File: config.mk
export PLATFORM = sky130hd
export DESIGN_NAME = hw_standby_seq
export DESIGN_NICKNAME = d
export VERILOG_FILES = /design/src/rtl/hw_standby_seq.sv
export SDC_FILE = /design/constraint.sdc
export NUM_CORES = 1
export LEC_CHECK = 0
export ABC_AREA = 1
export BUFFER_PORTS_ARGS = -buffer_cell sky130_fd_sc_hd__buf_2
export CORE_UTILIZATION = 55
export CTS_CLUSTER_SIZE = 14
export DETAILED_ROUTE_END_ITERATION = 16
export HOLD_SLACK_MARGIN = 0.05
export PLACE_DENSITY_LB_ADDON = 0.3
export SLEW_MARGIN = 10
export SYNTH_ARGS = -nofsm -noshare
export SYNTH_HDL_FRONTEND = slang
export SYNTH_SLANG_ARGS = --single-unit
File: constraint.sdc
create_clock -name clk -period 2.1 [get_ports clk]
set_input_delay 0.21 -clock clk [delete_from_list [all_inputs] [get_ports clk]]
set_output_delay 0.21 -clock clk [all_outputs]
set_load 0.1 [all_outputs]
File: src/rtl/hw_standby_seq.sv
module hw_standby_seq #(
  parameter int STAB_CYCLES = 2000000,
  parameter int RES_LEAD    = 10,
  parameter int MODE_W      = 3
) (
  input  logic              clk,
  input  logic              por_n,
  input  logic              stby_n_pin,
  input  logic              res_n_pin,
  input  logic              ram_en,
  input  logic [MODE_W-1:0] mode_sel,
  output logic              func_rst,
  output logic              io_hiz,
  output logic              osc_en,
  output logic              ret_valid,
  output logic              rst_exc_stb,
  output logic              run,
  output logic              stab_viol,
  output logic              mode_viol
);

  localparam int SW = $clog2(STAB_CYCLES + 1);
  localparam int LW = $clog2(RES_LEAD + 1);
  localparam logic [SW-1:0] STAB_MAX = SW'(STAB_CYCLES);
  localparam logic [LW-1:0] LEAD_MAX = LW'(RES_LEAD);

  typedef enum logic [1:0] {S_RST, S_SBY, S_EXC, S_RUN} st_t;

  st_t st, nx;
  logic [1:0] stby_sync, res_sync;
  logic stby_s, res_s, stby_q, stby_rise;
  logic [SW-1:0] stab_cnt;
  logic [LW-1:0] res_lo;
  logic osc_ok, entering;
  logic [MODE_W-1:0] mode_cap;

  assign stby_s    = stby_sync[1];
  assign res_s     = res_sync[1];
  assign stby_rise = !stby_q && stby_s;
  assign entering  = (nx == S_SBY) && (st != S_SBY);

  always_ff @(posedge clk or negedge por_n) begin
    if (!por_n) begin
      stby_sync <= 2'b11;
      res_sync  <= 2'b00;
      stby_q    <= 1'b1;
    end else begin
      stby_sync <= {stby_sync[0], stby_n_pin};
      res_sync  <= {res_sync[0], res_n_pin};
      stby_q    <= stby_s;
    end
  end

  always_comb begin
    nx = st;
    case (st)
      S_SBY: if (stby_rise && !res_s) nx = S_RST;
      S_RST: if (res_s && (osc_ok || stab_cnt == STAB_MAX)) nx = S_EXC;
      S_EXC: nx = res_s ? S_RUN : S_RST;
      S_RUN: if (!res_s) nx = S_RST;
      default: nx = S_RST;
    endcase
    if (!stby_s && st != S_SBY) nx = S_SBY;
  end

  always_ff @(posedge clk or negedge por_n) begin
    if (!por_n) begin
      st        <= S_RST;
      stab_cnt  <= '0;
      osc_ok    <= 1'b0;
      stab_viol <= 1'b0;
    end else begin
      st <= nx;
      if (nx == S_RST && st != S_RST)
        stab_cnt <= '0;
      else if (st == S_RST && res_s)
        stab_cnt <= '0;
      else if (st == S_RST && !osc_ok && stab_cnt != STAB_MAX)
        stab_cnt <= stab_cnt + 1'b1;

      if (nx == S_SBY)
        osc_ok <= 1'b0;
      else if (st == S_RST && stab_cnt == STAB_MAX)
        osc_ok <= 1'b1;

      if (st == S_RST && res_s && !osc_ok && stab_cnt != STAB_MAX)
        stab_viol <= 1'b1;
    end
  end

  always_ff @(posedge clk or negedge por_n) begin
    if (!por_n) begin
      res_lo    <= '0;
      ret_valid <= 1'b0;
      mode_cap  <= '0;
      mode_viol <= 1'b0;
    end else begin
      if (res_s)                  res_lo <= '0;
      else if (res_lo != LEAD_MAX) res_lo <= res_lo + 1'b1;

      if (entering) begin
        ret_valid <= !ram_en || (res_lo == LEAD_MAX);
        mode_cap  <= mode_sel;
      end

      if (st == S_SBY && mode_sel != mode_cap)
        mode_viol <= 1'b1;
    end
  end

  assign func_rst    = (st == S_RST) || (st == S_SBY);
  assign io_hiz      = (st == S_RST) || (st == S_SBY);
  assign osc_en      = (st != S_SBY);
  assign rst_exc_stb = (st == S_EXC);
  assign run         = (st == S_RUN);


  enter_sby_chk: assert property (@(posedge clk) disable iff (!por_n)
    (stby_q && !stby_s) |=> (!osc_en && io_hiz && func_rst && !run));


  sby_outputs_chk: assert property (@(posedge clk) disable iff (!por_n)
    !osc_en |-> (io_hiz && func_rst && !run && !rst_exc_stb));


  exit_to_rst_chk: assert property (@(posedge clk) disable iff (!por_n)
    (!osc_en && stby_rise && !res_s) |=> (osc_en && func_rst && !run));


  stb_single_chk: assert property (@(posedge clk) disable iff (!por_n)
    rst_exc_stb |=> !rst_exc_stb);


  run_outputs_chk: assert property (@(posedge clk) disable iff (!por_n)
    run |-> (osc_en && !io_hiz && !func_rst));


  stab_sticky_chk: assert property (@(posedge clk) disable iff (!por_n)
    stab_viol |=> stab_viol);


  mode_sticky_chk: assert property (@(posedge clk) disable iff (!por_n)
    mode_viol |=> mode_viol);

endmodule

==> metrics.txt <==
#FFs+latches synth 39; nets 338; Final Cell Area 0.002520 mm^2; FFs w/ async S/R, synth 100.0%; Clock Pin Slew Worst Setup and Hold Paths 0.08 ns; Netlist Area Pre-Place 0.002286 mm^2; period utilization 83.45%; Routed Wire Length 4.827 mm; CP Max Fanout 14; WP data arrival 1.93 ns; Synth area leader dfrtp_1; dominant synthesized flop cell dfrtp_1; first-iteration detailed-routing DRC count 141; drt pass-1 iters 4; HPWL after DPL 3.615 mm; Slew @ Worst Pin 0.8360 ns; Root Driver clkbuf_8; cts bufs inserted 5; Syn. warnings 0; Max clock buf depth 2; # IOs 16; sequential-to-total area share from yosys stat 42.86%; initial antenna violation count 0; slowest stage delay, CP 0.38 ns; post-synth cell types 36; largest net degree at the start of global routing 40; crit-path cells inv_1 > ha_1 > nand3_1 > nor2_1 > nand3_2 > nand2_2 > nand2_4 > inv_4 > o21ai_1; Core ar. 0.004000 mm^2; antenna cells 0; setup TNS 0 ns; post-synth top area share 39.41%; final hold vios 0; Synth Instances 303; slowest stage cell, crit path dfrtp_1; fill count 370; skew final 0.006875 ns; Multi-input gate area 0.001127 mm^2; CP startpoint kind flip-flop; status finished clean; CP endpoint kind flip-flop; die height 66.47 um; Reg area 979.7 um^2; H-Tree Level Count 2; RSZ-0062 raised after global routing false; CTS tree yes; max_cap viols 0; count of pins over their slew limit 0; Starting Density 57.15%; post-CTS sizing 0; row count 23; WL/cell 12.80 um; worst skew pair latency 0.30 ns; Final min period 1.753 ns; die width 66.47 um; # DRC 0; Post-synth EDFFs 0; Slew headroom 44.27%; via count 1978; Port Buffers 15; synth-to-layout area growth 10.24%; Crit Path Category flip-flop to flip-flop; maximum clock frequency 0.5706 GHz; first-pass GRT wire length 8.031 mm; leading post-synthesis cells by cell area dfrtp_1, nand2_1, nor2_1, nand3_1, inv_1; Final Util 63.00%; Post-Syn Nets 315; Area after DPL 0.002405 mm^2; post-route ant nets 0; final setup vio count 0; Lkg Pwr 1.139 nW; Overflow after GRT 0; syn avg cell area 7.544 um^2; RePlAce Congestion 0.9084; layout cells sized above 1 15.29%; Hold Crit Class input pin to flip-flop; pwr dens 696.6 mW/mm^2; Req. time, crit path 2.28 ns; vias in the first global route 1777; drt via density 5.247; die footprint 0.004418 mm^2; Sink Count 39; peak supply drop 0.5180 mV; GR Util All Layers 24.74%
cell type report:
class	count	share of cell area (%)
Clock buffer	6	2.880
Clock inverter	2	0.4965
Inverter	36	5.462
Multi-Input combinational cell	223	44.74
Sequential cell	39	38.88
Tap cell	50	2.483
Timing Repair Buffer	21	5.065
routing by layer:
metal  part of all wire, %  vias up  track usage, %
li1                      -     1009               -
met1                    50      911           36.03
met2                    42       51           35.46
met3                   6.5        7           6.336
met4                   1.3        0           8.245
met5                     0        -               0
flip-flops by register name (all words and copies together) (netlist names), 2 cells and up:
register and cells:
mode_cap 3, res_lo 4, res_sync 2, st 2, stab_cnt 21, stby_sync 2
kinds of logic (layout without fill, tap and decap cells):
kind of cell / Yosys count / count (layout) / synth area share [%]
fa+ha+maj: 4 / 4 / 2.189
xor+xnor: 10 / 10 / 3.831
flops: 39 / 39 / 42.86
compound gates: 28 / 28 / 7.936
simple gates: 181 / 181 / 35.25
buf+inv: 41 / 65 / 7.936
cell usage after synthesis, types with 3 or more instances:
cell	n
a21oi_1	5
dfrtp_1	36
dfstp_2	3
ha_1	4
inv_1	31
inv_2	4
nand2_1	80
nand2_2	3
nand3_1	31
nand4_1	7
nor2_1	47
o21ai_0	7
o21ai_1	5
xnor2_1	4
xor2_1	6
power by group:
part           switching (mW)  total (mW)  internal, mW
sequential             0.0509       0.862         0.811
combinational           0.296       0.400         0.104
clock                   0.261       0.493         0.232
cell usage in the layout, fill, tap and decap left out, drive strengths merged, types with 4 or more instances in the layout:
cell type / instances
a21oi: 5
buf: 18
clkbuf: 6
dfrtp: 36
ha: 4
inv: 36
nand2: 85
nand3: 32
nand4: 7
nor2: 50
nor3: 4
o21ai: 14
xnor2: 4
xor2: 6
critical path, delay by kind of cell, from the launching register on:
kind | cells | cell delay [ns]
flip-flops | 1 | 0.38
AO/OA/AOI/OAI | 1 | 0.09
adder cells (fa/ha/maj) | 1 | 0.17
AND/OR/NAND/NOR | 5 | 0.67
buffers and inverters | 2 | 0.32
repair_timing:
action	CTS	global route
hold buffers	3	0
endpoints found under the hold margin	38	0
setup buffers	0	0
through the flow:
step,setup slack [ns],cells,hold WS (ns),total power [mW]
5_1_grt,0.1556,377,0.08281,1.858
4_1_cts,0.3336,377,0.07218,1.770
6_report,0.3474,377,0.07913,1.755
3_5_place_dp,0.3596,366,0.3161,1.272
3_3_place_gp,0.4073,366,0.3152,1.266
2_1_floorplan,0.2577,303,-0.08559,1.196
final timing paths:
path / from / end / slack (ns) / cells past startpoint
setup / recovery: stab_cnt[0]$_DFFE_PN0P_ / stab_cnt[16]$_DFFE_PN0P_ / 0.35 / 9
hold / removal: ram_en / ret_valid$_DFFE_PN0P_ / 0.08 / 2
setup reg to reg: stab_cnt[0]$_DFFE_PN0P_ / stab_cnt[16]$_DFFE_PN0P_ / 0.35 / 9
hold reg to reg: stby_sync[0]$_DFF_PN1_ / stby_sync[1]$_DFF_PN1_ / 0.36 / 0
max in group asynchronous: por_n / mode_cap[1]$_DFFE_PN0P_ / 1.03 / 2
min in group asynchronous: por_n / res_lo[2]$_DFFE_PN0P_ / 0.55 / 2
Power figures use the tool's default switching activity.
